$ cat config.mk
export PLATFORM = sky130hd
export DESIGN_NAME = wr_guard
export DESIGN_NICKNAME = d
export VERILOG_FILES = /design/src/rtl/wr_guard.sv
export SDC_FILE = /design/constraint.sdc
export NUM_CORES = 1
export LEC_CHECK = 0
export CAP_MARGIN = 5
export CORE_MARGIN = 1.5
export CORE_UTILIZATION = 45
export DETAILED_ROUTE_END_ITERATION = 10
export DONT_BUFFER_PORTS = 1
export SLEW_MARGIN = 5
export SYNTH_ARGS = -nofsm -noshare
export SYNTH_HDL_FRONTEND = slang
export SYNTH_SLANG_ARGS = --single-unit
$ cat constraint.sdc
create_clock -name clk -period 3.1 [get_ports clk]
set_input_delay 0.62 -clock clk [delete_from_list [all_inputs] [get_ports clk]]
set_output_delay 0.62 -clock clk [all_outputs]
set_load 0.005 [all_outputs]
$ cat src/rtl/wr_guard.sv
module wr_guard #(
  parameter int ADDR_W      = 4,
  parameter int STAT_ADDR   = 0,
  parameter int PROT_LO     = 1,
  parameter int PROT_HI     = 15,
  parameter int UNLOCK_SECS = 2,
  parameter int POR_SECS    = 15
) (
  input  logic              clk,
  input  logic              rst_n,
  input  logic              wr_en,
  input  logic [ADDR_W-1:0] wr_addr,
  input  logic [7:0]        wr_data,
  input  logic              sec_tick,
  output logic              locked,
  output logic              bank_we,
  output logic              viol
);

  localparam int TMR_MAX = (POR_SECS > UNLOCK_SECS) ? POR_SECS : UNLOCK_SECS;
  localparam int TMR_W   = $clog2(TMR_MAX + 1);
  localparam logic [ADDR_W-1:0] STAT_A = ADDR_W'(STAT_ADDR);
  localparam logic [ADDR_W-1:0] LO_A   = ADDR_W'(PROT_LO);
  localparam logic [ADDR_W-1:0] HI_A   = ADDR_W'(PROT_HI);

  logic [1:0]       step;
  logic [TMR_W-1:0] tmr;
  logic [7:0]       want;

  always_comb begin
    case (step)
      2'd0:    want = 8'h00;
      2'd1:    want = 8'h40;
      2'd2:    want = 8'hC0;
      default: want = 8'h80;
    endcase
  end

  wire stat_wr  = wr_en && (wr_addr == STAT_A);
  wire prot_hit = wr_en && (wr_addr >= LO_A) && (wr_addr <= HI_A) && !stat_wr;
  wire key_ok   = stat_wr && (wr_data == want);
  wire key_done = key_ok && (step == 2'd3);
  wire lock_req = stat_wr && (wr_data == 8'h80) && !key_done;

  assign bank_we = prot_hit && !locked;

  always_ff @(posedge clk or negedge rst_n) begin
    if (!rst_n) step <= 2'd0;
    else if (stat_wr) begin
      if (key_ok)                step <= key_done ? 2'd0 : step + 2'd1;
      else if (wr_data == 8'h00) step <= 2'd1;
      else                       step <= 2'd0;
    end else if (wr_en)          step <= 2'd0;
  end

  always_ff @(posedge clk or negedge rst_n) begin
    if (!rst_n) begin
      locked <= 1'b0;
      tmr    <= TMR_W'(POR_SECS);
    end else if (key_done) begin
      locked <= 1'b0;
      tmr    <= TMR_W'(UNLOCK_SECS);
    end else if (!locked) begin
      if (lock_req) locked <= 1'b1;
      else if (sec_tick) begin
        if (tmr <= TMR_W'(1)) locked <= 1'b1;
        else                  tmr    <= tmr - TMR_W'(1);
      end
    end
  end

  always_ff @(posedge clk or negedge rst_n) begin
    if (!rst_n)                  viol <= 1'b0;
    else if (prot_hit && locked) viol <= 1'b1;
  end

  AST_UNLOCK_BY_KEY: assert property (@(posedge clk) disable iff (!rst_n)
    $fell(locked) |-> $past(stat_wr && wr_data == 8'h80 && step == 2'd3));
  AST_LOCK_BYTE: assert property (@(posedge clk) disable iff (!rst_n)
    (!locked && stat_wr && wr_data == 8'h80 && step != 2'd3) |=> locked);
  AST_RELOCK_CAUSE: assert property (@(posedge clk) disable iff (!rst_n)
    $rose(locked) |-> $past(sec_tick || (stat_wr && wr_data == 8'h80)));
  AST_TMR_LIVE: assert property (@(posedge clk) disable iff (!rst_n)
    !locked |-> (tmr != '0 && tmr <= TMR_W'(TMR_MAX)));
  AST_VIOL_STICKY: assert property (@(posedge clk) disable iff (!rst_n)
    viol |=> viol);
  AST_VIOL_CAUSE: assert property (@(posedge clk) disable iff (!rst_n)
    $rose(viol) |-> $past(locked && wr_en && !bank_we));

endmodule

======== Word-level counts from Yosys, hierarchy flattened ========
Cells that the tools add are included.
W data, S select, Z words.
operators by class
  $add $sub $neg .......................... 2
  order comparisons ....................... 3
  equal/unequal tests ..................... 8
  muxes and demuxes ....................... 16
  reductions and logical operators ........ 19
operator list
  operator               count
  $pmux W8 S3            1
  $mux W4                5
  $logic_and A1 B1 Y1    10
  $eq A8 B8 Y1           1
  $eq A8 B8 Y1 const B   1
  $logic_not A8 Y1       1
  $mux W2                4
  $mux W1                6
  $eq A2 B2 Y1 const B   2
  $ge A4 B1 Y1 const B   1
  $le A4 B1 Y1 const B   1
  $le A4 B4 Y1 const B   1
  $logic_not A4 Y1       1
  $ne A2 B2 Y1 const B   2
  $reduce_and A4 Y1      1
  $reduce_bool A2 Y1     2
  $sub A4 B1 Y4 const B  1
  $logic_not A1 Y1       3
  $add A2 B1 Y2 const B  1
  $eq A2 B1 Y1 const B   1
  $logic_not A2 Y1       1
  $ne A2 B1 Y1 const B   1
storage, ports and cells
  flip-flop bits (word level) ............. 8
  output and inout port bits .............. 3
  word-level logic and storage cells ...... 52

======== Longest topological paths before layout ========
Gate-level depths: netlist of run 1.
  word-level depth ........................ 10
  gate-level depth with buffers ........... 6
  gate-level depth less buffers ........... 6

======== Worst setup path after synthesis of run 1 ========
OpenSTA, ideal clock, no wires.
  kind .................................... input port to output port
  start point ............................. in wr_addr[1]
  end point ............................... out bank_we
  arrival time ............................ 1072 ps
  data required time ...................... 2480 ps
  slack ................................... 1408 ps
  stages .................................. 2
  buffers on the path ..................... 0
  cells stage by stage .................... nor4_4 -> nor3_1
on the way
  cells in the longest elaborated chain, start to end .. 5
RTL lines
  item                                                            RTL line  RTL
  start: declaration                                              12        input logic [ADDR_W-1:0] wr_addr,
  $ge A4 B1 Y1 / $logic_not A4 Y1 (equally long branches)         40, 39
  $logic_and A1 B1 Y1, on equally long branches                   40, 39
  $logic_and A1 B1 Y1 / $logic_not A1 Y1 (equally long branches)  40        wire prot_hit = wr_en && (wr_addr >= LO_A) && (wr_addr <= HI_A) && !stat_wr;
  $logic_and A1 B1 Y1 (*)                                         40
  $logic_and A1 B1 Y1 (*)                                         45        assign bank_we = prot_hit && !locked;
  end: declaration                                                16        output logic bank_we,
Every way passes the cells marked *; elsewhere a longest branch is shown, timed or not.

======== Final worst setup path of run 1 ========
  start point ............................. reg step[0]
  end point ............................... reg tmr[1]
on the way
  cells in the longest elaborated chain, start to end .. 9
RTL lines
  item                                        RTL line  RTL
  start: declaration                          26        logic [1:0] step;
  start signal: assignment                    50        if (key_ok) step <= key_done ? 2'd0 : step + 2'd1;
  $eq A2 B2 Y1, or another cell as far along  31        case (step)
  $pmux W8 S3                                 31
  $eq A8 B8 Y1                                41        wire key_ok = stat_wr && (wr_data == want);
  $logic_and A1 B1 Y1                         41
  $logic_and A1 B1 Y1 (*)                     42        wire key_done = key_ok && (step == 2'd3);
  $logic_not A1 Y1                            43        wire lock_req = stat_wr && (wr_data == 8'h80) && !key_done;
  $logic_and A1 B1 Y1                         43
  $ne A2 B2 Y1 (no line)                      n/a
  $reduce_and A4 Y1 (no line)                 n/a
  end signal: assignment                      59        tmr <= TMR_W'(POR_SECS);
  end signal: assignment                      62        tmr <= TMR_W'(UNLOCK_SECS);
  end signal: assignment                      67        else tmr <= tmr - TMR_W'(1);
  end: declaration                            27        logic [TMR_W-1:0] tmr;
Marked as above.
A chain may end at the register's enable or synchronous reset.

==> results of run 1 <==
-- state kept, by name (all words and copies together) (netlist names) --
signal	cells
tmr	4
locked	1
step	2
viol	1
-- cell usage after synthesis --
master    count
and3b_1       1
nor2b_1       1
nand4_4       1
a31o_2        2
a211o_1       1
nor4_1        1
a21o_2        1
inv_1         8
nor4b_4       1
a21o_1        2
o22ai_1       2
nor3_2        1
nand2_1       1
nor4_4        1
nand4_1       2
nor3b_1       1
a21oi_1       6
nor2_1        3
o311a_1       1
a211oi_1      2
nand3_1       2
or3_1         1
dfstp_2       4
o21ai_0       1
nor3_1        4
ha_1          5
xnor2_1       1
dfrtp_1       4
o21ba_2       1
-- through the flow --
step | setup WS, ns | instances
after floorplan | 1.41 | 62
after global placement | 1.27 | 77
after detailed placement | 1.28 | 77
after CTS | 1.25 | 81
after global routing | 1.10 | 81
final | 1.24 | 81
-- cell type report --
class                      count  area, sq um
sequential                     8          205
clock buffer                   4         26.3
fill                         125          632
inverter                       8         30.0
tap                           15         18.8
multi-input combinational     46          373
-- metal layers --
layer | global-route usage [%] | vias to the layer above | part of all wire (%)
li1 | - | 241 | -
met1 | 24.9 | 225 | 47
met2 | 28.3 | 21 | 46
met3 | 1.70 | 4 | 5.1
met4 | 12.9 | 0 | 2.6
met5 | 0 | - | 0
-- power breakdown --
group	internal, mW	switching (mW)	total, mW
logic	0.0663	0.0680	0.134
clock network	0.0495	0.0388	0.0883
registers	0.156	0.0299	0.186
-- cell families (layout without fill, tap and decap cells) --
group           after synthesis  count (layout)  synth area share (%)
compound gates               19              19                  21.8
buf+inv                       8              12                  4.94
fa+ha+maj                     5               5                  10.3
xor+xnor                      1               1                  1.44
simple gates                 21              21                  27.8
flops                         8               8                  33.7
-- worst min-delay path by stage --
stage / from / end / slack (ns) / cells after the start
2_1_floorplan: rst_n / locked / 0.32 / 0
3_3_place_gp: rst_n / viol / 0.32 / 0
3_5_place_dp: rst_n / locked / 0.32 / 0
4_1_cts: rst_n / step[1] / 0.04 / 0
5_1_grt: rst_n / locked / 0.04 / 0
6_report: rst_n / step[0] / 0.05 / 0
==> impl_metrics.yaml, run 1 <==
yosys:
  syn_inst: 62
  post_synth.cell_area_avg_sq_um: 9.81
  synth_top_cells_by_area: "dfstp_2 17%, dfrtp_1 16%, ha_1 10%"
  yosysWarnings: 0
  synth-seq-area-share_pct: 33.7
  synth.distinct_cells: 29
  synth_seq_cells: 8
  synth_largest_area_cell: "dfstp_2"
  syn_nets: 83
  synth.top_cell.area_share_pct: 17.3
  cell_area_after_synthesis_sq_um: 608
final_layout:
  final_design_area_no_fill_sq_um: 653
  utilization_of_the_core_after_routing_pct: 50.8
  finish.net_count: 88
  layout-area-overhead-vs-synth_pct: 7.41
  num_antenna_cells: 0
  commonest_non_fill_non_tap_cells_in_the_layout: "8 x inv_1, 6 x a21oi_1, 5 x ha_1"
  final_common_cell: "inv_1"
  post_route_cells_drive_above_1_share_pct: 22.7
outcome:
  outcome: "completed"
clock_network:
  worst_skew_pair.late_latency_ns: 0.26
  cts_buffer_depth: 2
  postCtsSetupBuffers: 0
  htree_num_levels: 1
  worst_setup_hold_path_clk_slew_ns: 0.06
  cts_tree: "built"
  cts_inserted_buffers: 3
  cts_resized: 0
  ctsHoldBuffers: 0
  clock_sinks: 8
  clk_root_buffer_cell: "clkbuf_4"
sta:
  timing_max_transition_violations_final: 0
  period_needed_ns: 1.86
  post-route-period-util_pct: 60.0
  skew_ns: 0.000549
  max_freq_mhz: 537
  setup_viol: 0
  hold_worst_slack_ns: 0.0520
  worst_pin_slew_ns: 0.428
  hold_viol_final: 0
  relSlewSlack_pct: 71.2
  setup_tns_ns: 0
  grt_setup_unrepaired: "no"
floorplanning:
  row_cnt: 13
  die_h_um: 39.8
  die_x_um: 39.8
  design.core.area_sq_mm: 0.00128
  starting_density_pct: 47.3
  io_pins: 19
  design.die.area_sq_mm: 0.00158
setup_path:
  crit_chain: "inv_1, ha_1, o21ba_2, or3_1, nor3_2, a211o_1"
  critical-path-max-stage-delay_ns: 0.41
  worst_setup_path_start_kind: "flop"
  reg2reg_to: "tmr[1]"
  worst_r2r_startpoint: "step[0]"
  r2r_cells: 6
  worst_path_max_delay_cell: "or3_1"
  rrSetupSlack_ns: 1.24
  worst-path-stages: 6
  critical_path.startpoint: "step[0]"
  critical_path.top_delay_family: "simple AND/OR/NAND/NOR gates"
  buffers_plus_inverters_on_the_worst_setup_path: 1
  setup.worst_path.class: "flop to flop"
  worstPathArrival_ns: 2.06
  worst-path-max-fanout: 5
  worstSetupEndpointType: "flop"
  crit_path_end: "tmr[1]"
  worst-endpoint-required_ns: 3.30
placement:
  hpwl_um: 900
  place.gp.congestion: 0.769
  placed_standard_cell_area_sq_um: 627
  port-buffer-count: 0
power:
  p_leak_nw: 0.283
  pwr_density_cell_mw_per_mm2: 625
  report.power.total_mw: 0.408
  irDropWorstVdd_v: 0.000194
detailed_routing:
  route.detailed.vias_per_inst: 6.06
  detail_route.wl_per_cell_um: 14.1
  drt-pass1-iter-count: 3
  wl_mm: 1.14
  drc_errors: 0
  num_vias: 491
  route.antenna.remaining_nets: 0
  dr.first_iter.drc_count: 9
global_routing:
  grt_first_pass_wirelength_mm: 1.93
  first_global_vias: 450
  maximum_number_of_pins_on_one_net_before_global_route_repair: 10
  grt_overflow_total: 0
  antenna_found_initial: 0
  grt_use_total_pct: 18.8
worst_hold_path:
  worst_hold_check_path_type: "primary input to async pin"
job:
  max_cap_viol_count: 0
Power figures use the tool's default switching activity.
==> run 2: changes to the inputs <==
--- a/config.mk
+++ b/config.mk
@@ -5,6 +5,7 @@
 export SDC_FILE = /design/constraint.sdc
 export NUM_CORES = 1
 export LEC_CHECK = 0
+export ABC_AREA = 1
 export CAP_MARGIN = 5
 export CORE_MARGIN = 1.5
 export CORE_UTILIZATION = 45
==> constraint.sdc (replaced) <==
create_clock -name clk -period 1.7 [get_ports clk]
set_input_delay 0.34 -clock clk [delete_from_list [all_inputs] [get_ports clk]]
set_output_delay 0.34 -clock clk [all_outputs]
set_load 0.005 [all_outputs]
==> impl_metrics.yaml, run 2 <==
setup_path:
  r2r_cells: 6
  worstPathArrival_ns: 1.89
  worst_r2r_startpoint: "tmr[1]"
  worst_setup_path_start_kind: "flop"
  reg2reg_to: "tmr[1]"
  setup.worst_path.class: "flop to flop"
  worst-endpoint-required_ns: 1.87
  worstSetupEndpointType: "flop"
  worst-path-max-fanout: 6
  rrSetupSlack_ns: -0.01
job:
  max_cap_viol_count: 0
detailed_routing:
  wl_mm: 1.24
  num_vias: 543
  drt-pass1-iter-count: 4
  route.detailed.vias_per_inst: 5.12
  route.antenna.remaining_nets: 0
  dr.first_iter.drc_count: 5
  detail_route.wl_per_cell_um: 11.7
  drc_errors: 0
yosys:
  post_synth.cell_area_avg_sq_um: 7.01
  async_flop_share_pct: 100
  synth_top_cells_by_area: "dfstp_2 18%, dfrtp_1 17%, nand2_1 14%"
  synth_enable_flop_cells: 0
  synth.distinct_cells: 17
  yosys.cell_count.top_type: "nand2_1"
  synth-seq-area-share_pct: 34.5
  synth_commonest_cells: "22 x nand2_1, 14 x nor2_1, 13 x inv_1, 9 x nand3_1, 5 x ha_1"
  yosysWarnings: 0
  cell_area_after_synthesis_sq_um: 596
  synth_largest_area_cell: "dfstp_2"
  yosys_most_used_dff: "dfstp_2"
  synth.top_cell.area_share_pct: 17.6
  syn_inst: 85
  synth_seq_cells: 8
  syn_nets: 106
floorplanning:
  design.die.area_sq_mm: 0.00155
  starting_density_pct: 50.9
  row_cnt: 12
  design.core.area_sq_mm: 0.00117
  io_pins: 19
  die_h_um: 39.4
  die_x_um: 39.4
power:
  pwr_density_cell_mw_per_mm2: 487
  irDropWorstVdd_v: 0.000407
  p_leak_nw: 0.363
placement:
  place.gp.congestion: 0.837
  port-buffer-count: 0
  setup_slack_after_placement_ns: 0.0509
  placed_standard_cell_area_sq_um: 613
  hpwl_um: 818
final_layout:
  layout-area-overhead-vs-synth_pct: 21.0
  seq_area_sq_um: 205
  registers_with_the_most_flip_flops: "tmr: 4 flops, step: 2 flops"
  num_antenna_cells: 0
  multi_input_area_sq_um: 390
  largest_register_ffs: 4
  finish.net_count: 115
  final_common_cell: "nand2_1"
  post_route_cells_drive_above_1_share_pct: 25.0
  final_design_area_no_fill_sq_um: 721
  largest-register: "tmr"
  commonest_non_fill_non_tap_cells_in_the_layout: "21 x nand2_1, 13 x nor2_1, 11 x inv_1"
  n_fill_cell: 109
worst_hold_path:
  worst_hold_path.num_cells: 2
  timing.hold.worst.start: "wr_en"
  worst_hold_check_path_type: "primary input to flop"
  holdPathEnd: "viol"
clock_network:
  worst_setup_hold_path_clk_slew_ns: 0.05
  cts_buffer_depth: 2
  clock_sinks: 8
  cts_inserted_buffers: 3
  clk_root_buffer_cell: "clkbuf_4"
  cts_tree: "built"
  worst_skew_pair.late_latency_ns: 0.26
  htree_num_levels: 1
sta:
  timing_max_transition_violations_final: 0
  skew_ns: 0.00669
  setup_viol: 1
  setup_ws_ns: -0.0126
  hold_viol_final: 0
  relSlewSlack_pct: 76.8
  grt_setup_unrepaired: "yes"
  max_freq_mhz: 584
  post-route-period-util_pct: 101
  worst_pin_slew_ns: 0.345
  period_needed_ns: 1.71
global_routing:
  maximum_number_of_pins_on_one_net_before_global_route_repair: 9
  grt_overflow_total: 0
  first_global_vias: 453
  antenna_found_initial: 0
  grt_first_pass_wirelength_mm: 1.79
  grt_use_total_pct: 18.5
outcome:
  outcome: "finished with violations"
  failed_checks: "negative setup slack"
## run 2: cell types whose count changed after synthesis, moves of 5 or more
cell / before / now
inv_1: 8 / 13
nand3_1: 2 / 9
a21oi_1: 6 / 1
nand2_1: 1 / 22
nor2_1: 3 / 14
## run 2: layer usage
| layer | vias to the layer above | part of all wire (%) | global-route usage (%) |
|---|---|---|---|
| met5 | - | 0 | 0 |
| met4 | 0 | 2.4 | 7.76 |
| met3 | 4 | 7.8 | 10.8 |
| met2 | 22 | 45 | 27.5 |
| met1 | 234 | 44 | 21.4 |
| li1 | 283 | - | - |
## run 2: worst max path at each step
stage / cells past startpoint / startpoint / slack (ns) / to
3_3_place_gp: 7 / tmr[0] / 0.06 / tmr[0]
3_5_place_dp: 6 / tmr[0] / 0.05 / tmr[1]
6_report: 6 / tmr[1] / -0.01 / tmr[1]
4_1_cts: 7 / tmr[0] / 0.05 / tmr[0]
5_1_grt: 7 / tmr[1] / -0.05 / tmr[0]
2_1_floorplan: 7 / tmr[0] / 0.15 / tmr[0]
## run 2: cells by family after synthesis
kind of cell / count (synthesis) / synth area share, %
AO/OA/AOI/OAI: 8 / 10.3
AND/OR/NAND/NOR: 51 / 36.6
flip-flops: 8 / 34.5
buffers and inverters: 13 / 8.19
adder cells (fa/ha/maj): 5 / 10.5
## run 2: power breakdown
| group | switching (mW) | leakage, nW | total [mW] | internal, mW |
|---|---|---|---|---|
| combinational | 0.0107 | 0.262 | 0.0172 | 0.00647 |
| clock | 0.0619 | 0.0138 | 0.143 | 0.0806 |
| sequential | 0.0000103 | 0.0871 | 0.191 | 0.191 |
| total | 0.0726 | 0.363 | 0.351 | 0.278 |
## run 2: cell type report
type | count | area share (%)
multi-input combinational | 64 | 54.2
sequential | 8 | 28.5
inverter | 13 | 6.77
timing repair buffer | 4 | 5.03
clock buffer | 3 | 3.13
tap | 14 | 2.43
## run 2: what timing repair did
| action | 4_1_cts | 5_1_grt |
|---|---|---|
| endpoints found under the setup margin | 0 | 5 |
| setup buffers | 0 | 3 |
| hold endpoints to repair | 8 | 0 |
| hold buffers | 1 | 0 |
| gates resized for setup | 0 | 13 |
## run 2: through the flow
step                power, mW  instances  hold slack (ns)  TNS [ns]  util (%)
floorplan               0.205         85           0.0444         0         -
global placement        0.206         99           0.0446         0      52.4
detailed placement      0.206         99           0.0446         0      52.4
CTS                     0.357        103            0.238         0      55.1
global route            0.372        106            0.235    -0.154      61.5
finish                  0.351        106            0.242   -0.0126      61.5
## run 2: worst max-delay path: stages, from the launching register on
cell	delay [ns]
dfstp_2	0.55
inv_2	0.07
ha_4	0.16
or2_4	0.26
a21oi_4	0.26
nand2_2	0.13
o211ai_1	0.20
